### src/rtl/mtrap_pkg.sv
package mtrap_pkg;
  localparam int CAUSE_W = 4;
  localparam logic [1:0] PRIV_USER = 2'b00;
  localparam logic [1:0] PRIV_MACH = 2'b11;
  localparam int EN_BIT = 3;
  localparam int SAVED_EN_BIT = 7;
  localparam int SAVED_PRIV_LO = 11;
  localparam int SAVED_PRIV_HI = 12;

  typedef enum logic [1:0] {
    TVAL_KEEP,
    TVAL_FAULT,
    TVAL_PC,
    TVAL_ZERO
  } tvalSel_e;

  typedef struct packed {
    logic     takeTrap;
    logic     takeRet;
    tvalSel_e tvalSel;
    logic     raiseErr;
  } ctlStrobe_t;
endpackage

### src/rtl/mtrap_ctrl.sv
module mtrap_ctrl
  import mtrap_pkg::*;
(
  input  logic               trapReq,
  input  logic [CAUSE_W-1:0] trapCause,
  input  logic               faultValValid,
  input  logic               retReq,
  output ctlStrobe_t         strobe
);
  localparam int NUM_CODES = 1 << CAUSE_W;
  // causes that carry a faulting value
  localparam logic [NUM_CODES-1:0] VALUE_CAUSES = 16'b1011_0000_1111_0111;
  localparam logic [CAUSE_W-1:0] BREAK_CAUSE = 4'd3;

  logic valueCause;
  logic breakCause;

  assign valueCause = VALUE_CAUSES[trapCause];
  assign breakCause = (trapCause == BREAK_CAUSE);

  always_comb begin
    strobe          = '0;
    strobe.tvalSel  = TVAL_KEEP;
    strobe.takeTrap = trapReq;
    strobe.takeRet  = retReq && !trapReq;
    if (trapReq) begin
      if (breakCause) begin
        strobe.tvalSel = TVAL_PC;
      end else if (valueCause) begin
        if (faultValValid) begin
          strobe.tvalSel = TVAL_FAULT;
        end else begin
          strobe.tvalSel  = TVAL_KEEP;
          strobe.raiseErr = 1'b1;
        end
      end else begin
        strobe.tvalSel = TVAL_ZERO;
      end
    end
  end
endmodule

### src/rtl/mtrap_dpath.sv
module mtrap_dpath
  import mtrap_pkg::*;
#(
  parameter int XLEN = 64
) (
  input  logic               clk,
  input  logic               rstN,
  input  ctlStrobe_t         strobe,
  input  logic [CAUSE_W-1:0] trapCause,
  input  logic [XLEN-1:0]    faultVal,
  input  logic [XLEN-1:0]    curPc,
  input  logic               tvecWrEn,
  input  logic [XLEN-1:0]    tvecWrData,
  input  logic               epcWrEn,
  input  logic [XLEN-1:0]    epcWrData,
  input  logic               statusWrEn,
  input  logic [XLEN-1:0]    statusWrData,
  output logic               redirectValid,
  output logic [XLEN-1:0]    redirectPc,
  output logic [1:0]         privMode,
  output logic [XLEN-1:0]    statusOut,
  output logic [XLEN-1:0]    tvecOut,
  output logic [XLEN-1:0]    epcOut,
  output logic [XLEN-1:0]    causeOut,
  output logic [XLEN-1:0]    tvalOut,
  output logic               intErr
);
  logic            enBit;
  logic            savedEn;
  logic [1:0]      savedPriv;
  logic [1:0]      privReg;
  logic [XLEN-1:0] tvecReg;
  logic [XLEN-1:0] epcReg;
  logic [XLEN-1:0] causeReg;
  logic [XLEN-1:0] tvalReg;
  logic [XLEN-1:0] redirReg;
  logic            redirValidReg;
  logic            errReg;
  logic [1:0]      wrPriv;
  logic            unusedStatusBits;

  assign wrPriv = (statusWrData[SAVED_PRIV_HI:SAVED_PRIV_LO] == PRIV_MACH) ? PRIV_MACH : PRIV_USER;
  assign unusedStatusBits = ^{statusWrData[XLEN-1:SAVED_PRIV_HI+1],
                              statusWrData[SAVED_PRIV_LO-1:SAVED_EN_BIT+1],
                              statusWrData[SAVED_EN_BIT-1:EN_BIT+1],
                              statusWrData[EN_BIT-1:0]};

  always_ff @(posedge clk) begin
    if (!rstN) begin
      enBit         <= 1'b0;
      savedEn       <= 1'b0;
      savedPriv     <= PRIV_USER;
      privReg       <= PRIV_MACH;
      tvecReg       <= '0;
      epcReg        <= '0;
      causeReg      <= '0;
      tvalReg       <= '0;
      redirReg      <= '0;
      redirValidReg <= 1'b0;
      errReg        <= 1'b0;
    end else begin
      redirValidReg <= strobe.takeTrap | strobe.takeRet;
      errReg        <= strobe.raiseErr;
      if (tvecWrEn) begin
        tvecReg <= tvecWrData;
      end
      if (strobe.takeTrap) begin
        epcReg    <= curPc;
        causeReg  <= {{(XLEN-CAUSE_W){1'b0}}, trapCause};
        savedEn   <= enBit;
        enBit     <= 1'b0;
        savedPriv <= privReg;
        privReg   <= PRIV_MACH;
        redirReg  <= tvecReg;
        unique case (strobe.tvalSel)
          TVAL_FAULT: tvalReg <= faultVal;
          TVAL_PC:    tvalReg <= curPc;
          TVAL_ZERO:  tvalReg <= '0;
          default:    tvalReg <= tvalReg;
        endcase
      end else if (strobe.takeRet) begin
        enBit     <= savedEn;
        savedEn   <= 1'b1;
        privReg   <= savedPriv;
        savedPriv <= PRIV_USER;
        redirReg  <= epcReg;
        if (epcWrEn) begin
          epcReg <= epcWrData;
        end
      end else begin
        if (epcWrEn) begin
          epcReg <= epcWrData;
        end
        if (statusWrEn) begin
          enBit     <= statusWrData[EN_BIT];
          savedEn   <= statusWrData[SAVED_EN_BIT];
          savedPriv <= wrPriv;
        end
      end
    end
  end

  always_comb begin
    statusOut                              = '0;
    statusOut[EN_BIT]                      = enBit;
    statusOut[SAVED_EN_BIT]                = savedEn;
    statusOut[SAVED_PRIV_HI:SAVED_PRIV_LO] = savedPriv;
  end

  assign redirectValid = redirValidReg;
  assign redirectPc    = redirReg;
  assign privMode      = privReg;
  assign tvecOut       = tvecReg;
  assign epcOut        = epcReg;
  assign causeOut      = causeReg;
  assign tvalOut       = tvalReg;
  assign intErr        = errReg;
endmodule

### src/rtl/mtrap_unit.sv
module mtrap_unit
  import mtrap_pkg::*;
#(
  parameter int XLEN = 64
) (
  input  logic               clk,
  input  logic               rstN,
  input  logic               trapReq,
  input  logic [CAUSE_W-1:0] trapCause,
  input  logic [XLEN-1:0]    faultVal,
  input  logic               faultValValid,
  input  logic               retReq,
  input  logic [XLEN-1:0]    curPc,
  input  logic               tvecWrEn,
  input  logic [XLEN-1:0]    tvecWrData,
  input  logic               epcWrEn,
  input  logic [XLEN-1:0]    epcWrData,
  input  logic               statusWrEn,
  input  logic [XLEN-1:0]    statusWrData,
  output logic               redirectValid,
  output logic [XLEN-1:0]    redirectPc,
  output logic [1:0]         privMode,
  output logic [XLEN-1:0]    statusOut,
  output logic [XLEN-1:0]    tvecOut,
  output logic [XLEN-1:0]    epcOut,
  output logic [XLEN-1:0]    causeOut,
  output logic [XLEN-1:0]    tvalOut,
  output logic               intErr
);
  ctlStrobe_t strobe;

  mtrap_ctrl ctrl_i (
    .trapReq       (trapReq),
    .trapCause     (trapCause),
    .faultValValid (faultValValid),
    .retReq        (retReq),
    .strobe        (strobe)
  );

  mtrap_dpath #(.XLEN(XLEN)) dpath_i (
    .clk           (clk),
    .rstN          (rstN),
    .strobe        (strobe),
    .trapCause     (trapCause),
    .faultVal      (faultVal),
    .curPc         (curPc),
    .tvecWrEn      (tvecWrEn),
    .tvecWrData    (tvecWrData),
    .epcWrEn       (epcWrEn),
    .epcWrData     (epcWrData),
    .statusWrEn    (statusWrEn),
    .statusWrData  (statusWrData),
    .redirectValid (redirectValid),
    .redirectPc    (redirectPc),
    .privMode      (privMode),
    .statusOut     (statusOut),
    .tvecOut       (tvecOut),
    .epcOut        (epcOut),
    .causeOut      (causeOut),
    .tvalOut       (tvalOut),
    .intErr        (intErr)
  );
endmodule

### config.mk
export PLATFORM = sky130hd
export DESIGN_NAME = mtrap_unit
export DESIGN_NICKNAME = d
export VERILOG_FILES = /design/src/rtl/mtrap_pkg.sv /design/src/rtl/mtrap_ctrl.sv /design/src/rtl/mtrap_dpath.sv /design/src/rtl/mtrap_unit.sv
export SDC_FILE = /design/constraint.sdc
export NUM_CORES = 1
export LEC_CHECK = 0
export ABC_CLOCK_PERIOD_IN_PS = 1500
export BUFFER_PORTS_ARGS = -buffer_cell sky130_fd_sc_hd__buf_4
export CELL_PAD_IN_SITES_DETAIL_PLACEMENT = 0
export CELL_PAD_IN_SITES_GLOBAL_PLACEMENT = 1
export CORE_AREA = 2 2 282 284
export CTS_CLUSTER_SIZE = 24
export DETAILED_ROUTE_END_ITERATION = 16
export DIE_AREA = 0 0 284 286
export PLACE_DENSITY_LB_ADDON = 0.12
export SLEW_MARGIN = 10
export SYNTH_ARGS = -nofsm -noshare
export SYNTH_HDL_FRONTEND = slang
export SYNTH_SLANG_ARGS = --single-unit
### constraint.sdc
create_clock -name clk -period 1.5 [get_ports clk]
set_clock_uncertainty 0.05 [all_clocks]
set_input_delay 0.15 -clock clk [delete_from_list [all_inputs] [get_ports clk]]
set_output_delay 0.15 -clock clk [all_outputs]
set_load 0.005 [all_outputs]
* After elaboration in Yosys (flattened, before gate mapping) *
Memories as Yosys holds them, arrays and structs flattened.
Index checks and enable logic that the tools add are counted.

word-level totals
  flip-flop bits (word level) = 268
  bits in read-only memories = 16
  output and inout bits = 388
  word-level logic and storage cells = 54
  memories kept = 1

operators by class
  $lt $le $gt $ge = 1
  eq/ne operators = 5
  mux-type cells = 22
  bitwise operators = 4
  reduce and logical (&&, ||, !) cells = 10

memory list
  name             depth  bits a word  read ports  clocked after Yosys merged registers in  wr ports  RTL line          text
  (no name shown)  16     1            1           0                                        0         mtrap_ctrl.sv:18  assign valueCause = VALUE_CAUSES[trapCause];

operator list
  kind                                                                    count
  64-bit 2-to-1 mux                                                       4
  64-bit one-hot mux with 3 select lines                                  1
  2-bit 2-to-1 mux                                                        6
  1-bit 2-to-1 mux                                                        10
  2-bit equality test (second input constant)                             3
  2-bit nonzero test                                                      3
  3-bit nonzero test                                                      2
  4-bit by 5-bit < comparator with 1-bit output (second input constant)   1
  4-bit by 2-bit equality test with 1-bit output (second input constant)  1
  4-bit OR reduction                                                      1
  3-bit 2-to-1 mux                                                        1
  1-bit inverter                                                          3
  2-bit by 1-bit equality test with 1-bit output (second input constant)  1
  2-bit AND reduction                                                     1
  2-bit OR reduction                                                      1
  1-bit logical AND                                                       1
  1-bit zero test                                                         1
  1-bit bitwise OR                                                        1

* Longest topological paths before layout *
  depth in word-level cells = 8
  gate-level depth with buffers = 6
  depth with buffers taken out = 4

* Modules after synthesis *
A second synthesis with hierarchy kept.

unflattened totals
  cells, all modules = 1253
  area, all modules = 12383.1 µm²

modules (own cells, without submodules)
  module       times used  cells an instance  area each (µm²)
  mtrap_dpath  1           1239               12284.3
  mtrap_ctrl   1           14                 98.8

* Worst setup path after synthesis *
OpenSTA, ideal clock, no wires.

  path type = input -> register
  start = input retReq
  end = register dpath_i.redirReg[17] (netlist: dpath_i.redirectPc[17])
  setup time = 0.116 ns
  data arrival time = 1.067 ns
  required time = 1.334 ns
  path slack = 0.267 ns
  cell stages on the path = 6
  cell sequence = buf_2 buf_4 buf_2 mux2i_1 nand2_1 o211a_1

on the way
  word-level cells in the longest chain between the ends = 2

ends and longest elaborated chain
  what                          RTL line           text
  from (decl)                   mtrap_unit.sv:12   input logic retReq,
  1-bit logical AND             mtrap_ctrl.sv:25   strobe.takeRet = retReq && !trapReq;
  2-bit nonzero test (no line)  --
  to (signal assigned)          mtrap_dpath.sv:74  redirReg <= tvecReg;
  to (signal assigned)          mtrap_dpath.sv:86  redirReg <= epcReg;
  to (decl)                     mtrap_dpath.sv:36  logic [XLEN-1:0] redirReg;

Every way passes these cells.
A chain may end at the register's enable or synchronous reset.

* Worst setup path in the final report *
  start = input trapCause[3]
  end = register dpath_i.tvalReg[40] (netlist: dpath_i.tvalOut[40])

on the way
  word-level cells in the longest chain between the ends = 8
  elaborated cells on any way between the ends = 12
  those cells by class = eq/ne (4); mux (5); reduce/logical (2); memory (1)

ends and longest elaborated chain
  what                                                                                   RTL line           text
  from (decl)                                                                            mtrap_unit.sv:9    input logic [CAUSE_W-1:0] trapCause,
  memory 16 x 1 bit                                                                      --
  1-bit 2-to-1 mux (implied by the code)                                                 mtrap_ctrl.sv:18
  2-bit 2-to-1 mux                                                                       mtrap_ctrl.sv:29   end else if (valueCause) begin
  2-bit 2-to-1 mux *                                                                     mtrap_ctrl.sv:27   if (breakCause) begin
  3-bit 2-to-1 mux *                                                                     mtrap_ctrl.sv:26   if (trapReq) begin
  2-bit by 1-bit equality test with 1-bit output or 2-bit equality test (tied branches)  mtrap_dpath.sv:75  unique case (strobe.tvalSel)
  3-bit nonzero test (no line)                                                           --
  2-bit AND reduction (no line)                                                          --
  to (signal assigned)                                                                   mtrap_dpath.sv:76  TVAL_FAULT: tvalReg <= faultVal;
  to (signal assigned)                                                                   mtrap_dpath.sv:77  TVAL_PC: tvalReg <= curPc;
  to (signal assigned)                                                                   mtrap_dpath.sv:79  default: tvalReg <= tvalReg;
  to (decl)                                                                              mtrap_dpath.sv:35  logic [XLEN-1:0] tvalReg;

Mark *: on every way between the ends. The rest lies on a longest branch, timed or not. The select of a mux whose other input is x is not followed.

==> flow_summary.ini <==
[worst_setup_path]
r2r_cells = 4
crit_end = dpath_i.tvalOut[40]$_SDFFE_PN0P_
regToRegSetupSlack_ns = 0.11
critPathMaxFanout = 64
regToRegStartpoint = dpath_i.epcOut[40]$_SDFFE_PN0P_
startpoint_type = input port
critical_path_arrival_ns = 1.82
crit_type = in -> reg
rr_endpoint = dpath_i.epcOut[40]$_SDFFE_PN0P_
startpoint = trapCause[3]
cp-end-kind = register
cp_data_required_time_ns = 1.92

[clock_tree]
insertion_delay_ns = 0.55
cts-root-buf = clkbuf_16
cts_buffers = 39
cts_max_level = 2
clock_path_buffers = 3
post_cts_buffers = 0
clkSlewWorstSetupHoldPaths_ns = 0.06
cts_tree = built
clock_sinks = 268

[global_route]
grt_pass1_wl_um = 89820
track_usage = 0.1450
grt_overflow = 0
antenna_found_initial = 4
grt_max_degree = 65
grt_pass1_vias = 13266

[power_and_ir_drop]
power_mw = 21.85
p_per_area_nw_per_um2 = 994.0
max-vdd-ir-drop_v = 0.0006329
leakage_nw = 11.08

[cells_and_area]
regArea_um2 = 5365
layout-drive-gt1-share = 0.3061
finalNonFillerCells = 3183
multiInputGateArea_um2 = 6531
fillers = 8454
nets = 2436
stdcell_area_um2 = 21980
areaGrowthSynthToFinish_pct = 69.67

[route]
postRouteAntennaNets = 0
drt_iter0_drc = 396
route.detailed.drc = 0
num_vias = 12867
viasPerCell = 4.042
avgRoutedWirePerCell_um = 19.57
routed_wl_um = 62290
drt_first_pass_iters = 5

[floorplan]
die-area_um2 = 81220
die_y_um = 286
core_um2 = 78360
ios = 720
std_cell_rows = 103
fp.dieW_um = 284
start_util = 0.1653

[logic_synthesis]
yosysUniqueCellTypes = 29
netlist_area_um2 = 12950
ys_ff_latch = 268
yosysWarnings = 0
syn_avg_cell_area_um2 = 9.704
postSynthCellCount = 1335
ys_seq_area_frac = 0.4141

[timing]
final-setup-viol-count = 0
period_minus_slack_ns = 1.399
fin_setup_tns_ns = 0
fmax_mhz = 714.8
rsz0062_at_grt = no
finalHoldViolations = 0
period_share = 0.9327
finalMaxSlewViolations = 0
slew_headroom = 0.6315
tightest_slew_ns = 0.5508

[placed_design]
routabilityCongestion = 0.7564
portBuffers = 539
dp_cells = 2844
placed_cell_area_um2 = 18020
hpwl_um = 44240

[status]
status = completed

[flow_run]
drv_cap = 0

[min_path]
hold_class = in -> reg
[per-layer routing]
metal  vias up  track usage  wire length (um)
met2       390       0.2585             31640
li1       6169            -                 -
met5         -            0                13
met4         2      0.04500              1576
met3        79      0.03581              3588
met1      6227       0.1706             25470
[flip-flops by register name, summed over array words and instances (netlist names)]
signal                 count
dpath_i.epcOut            64
dpath_i.privMode           2
dpath_i.causeOut           4
dpath_i.tvecOut           64
dpath_i.redirectPc        64
dpath_i.enBit              1
dpath_i.tvalOut           64
dpath_i.intErr             1
dpath_i.redirectValid      1
dpath_i.savedPriv          2
dpath_i.savedEn            1
[Yosys cell counts]
library cell,number,area share
a31oi_1,64,0.031
inv_1,1,0.00029
conb_1,1,0.00029
buf_2,40,0.015
nor3_1,1,0.00039
and4bb_1,1,0.00097
a22oi_1,64,0.037
or3_1,1,0.00048
o211a_1,128,0.099
nor2b_1,70,0.034
a21boi_1,1,0.00058
or2_1,1,0.00048
nand2_1,142,0.041
buf_6,7,0.0061
nor2_1,1,0.00029
o31ai_1,64,0.037
nand4b_1,1,0.00068
o21ba_1,1,0.00077
buf_1,5,0.0014
dfxtp_1,268,0.41
buf_4,132,0.076
clkbuf_1,67,0.019
mux2i_1,199,0.15
clkinv_2,1,0.00039
and2_1,1,0.00048
nand3_1,65,0.025
o21ai_0,3,0.0012
o21ai_1,2,0.00077
a21oi_1,3,0.0012
[repair_timing]
item	in CTS	in global routing
hold buffers	269	0
gates resized for setup	0	0
hold endpoints to repair	201	0
[worst min path at each step]
| stage | to | slack, ns | cells past startpoint | from |
|---|---|---|---|---|
| 2_1_floorplan | dpath_i.intErr$_SDFF_PP0_ | 0.18 | 1 | faultValValid |
| 4_1_cts | dpath_i.savedPriv[0]$_SDFFE_PN0P_ | 0.004 | 4 | trapReq |
| 6_report | dpath_i.savedPriv[0]$_SDFFE_PN0P_ | 0.05 | 4 | trapReq |
| 3_5_place_dp | dpath_i.intErr$_SDFF_PP0_ | 0.30 | 2 | faultValValid |
| 3_3_place_gp | dpath_i.intErr$_SDFF_PP0_ | 0.31 | 2 | faultValValid |
| 5_1_grt | dpath_i.savedPriv[0]$_SDFFE_PN0P_ | 0.04 | 4 | trapReq |
[metrics by stage]
step	hold slack, ns	worst slack, ns	util
2_1_floorplan	0.1767	0.2670	-
3_3_place_gp	0.3094	0.002580	0.2300
3_5_place_dp	0.3048	-0.02169	0.2300
4_1_cts	0.004435	0.1046	0.2804
5_1_grt	0.04013	0.02773	0.2805
6_report	0.04952	0.1010	0.2805
[worst max-delay path, cell delays in order]
cell           delay (ns)
buf_4                0.10
dlygate4sd3_1        0.54
nand2_1              0.07
o21ba_4              0.24
buf_12               0.32
o31ai_1              0.13
a31oi_1              0.17
[cells by family (layout without fill, tap and decap cells)]
family                 after synthesis  count (layout)  synth area share
other                                1             123         0.0002895
buffers and inverters              253             929            0.1196
AOI/OAI and AO/OA                  330             330            0.2084
and+or+nand+nor                    284             284            0.1038
DFF                                268             268            0.4141
muxes                              199             199            0.1538
[report_power, final]
part	internal, mW	switching [mW]	total (mW)
logic	2.51	1.97	4.48
registers	7.67	0.386	8.05
clock network	5.63	3.68	9.32
[cell usage in the layout, fill, tap and decap left out, types with 3 or more instances in the layout]
cell	instances
a21oi_1	3
a22oi_1	64
a31oi_1	64
buf_12	28
buf_4	562
clkbuf_1	13
clkbuf_16	40
clkbuf_8	9
conb_1	120
dfxtp_1	268
diode_2	3
dlygate4sd3_1	269
mux2i_1	199
nand2_1	141
nand3_1	64
nor2b_1	70
o211a_1	128
o21ai_0	3
o31ai_1	64
[layout make-up]
| class | count | share of cell area |
|---|---|---|
| inverters | 2 | 0.0009107 |
| clock inverters | 6 | 0.004440 |
| well taps | 1050 | 0.05977 |
| diodes | 3 | 0.0003415 |
| flip-flops and latches | 268 | 0.2441 |
| repair buffers | 860 | 0.3406 |
| multi-input cells | 933 | 0.2971 |
| clock buffers | 61 | 0.05277 |
No activity file was read; power rests on OpenSTA's default activity.
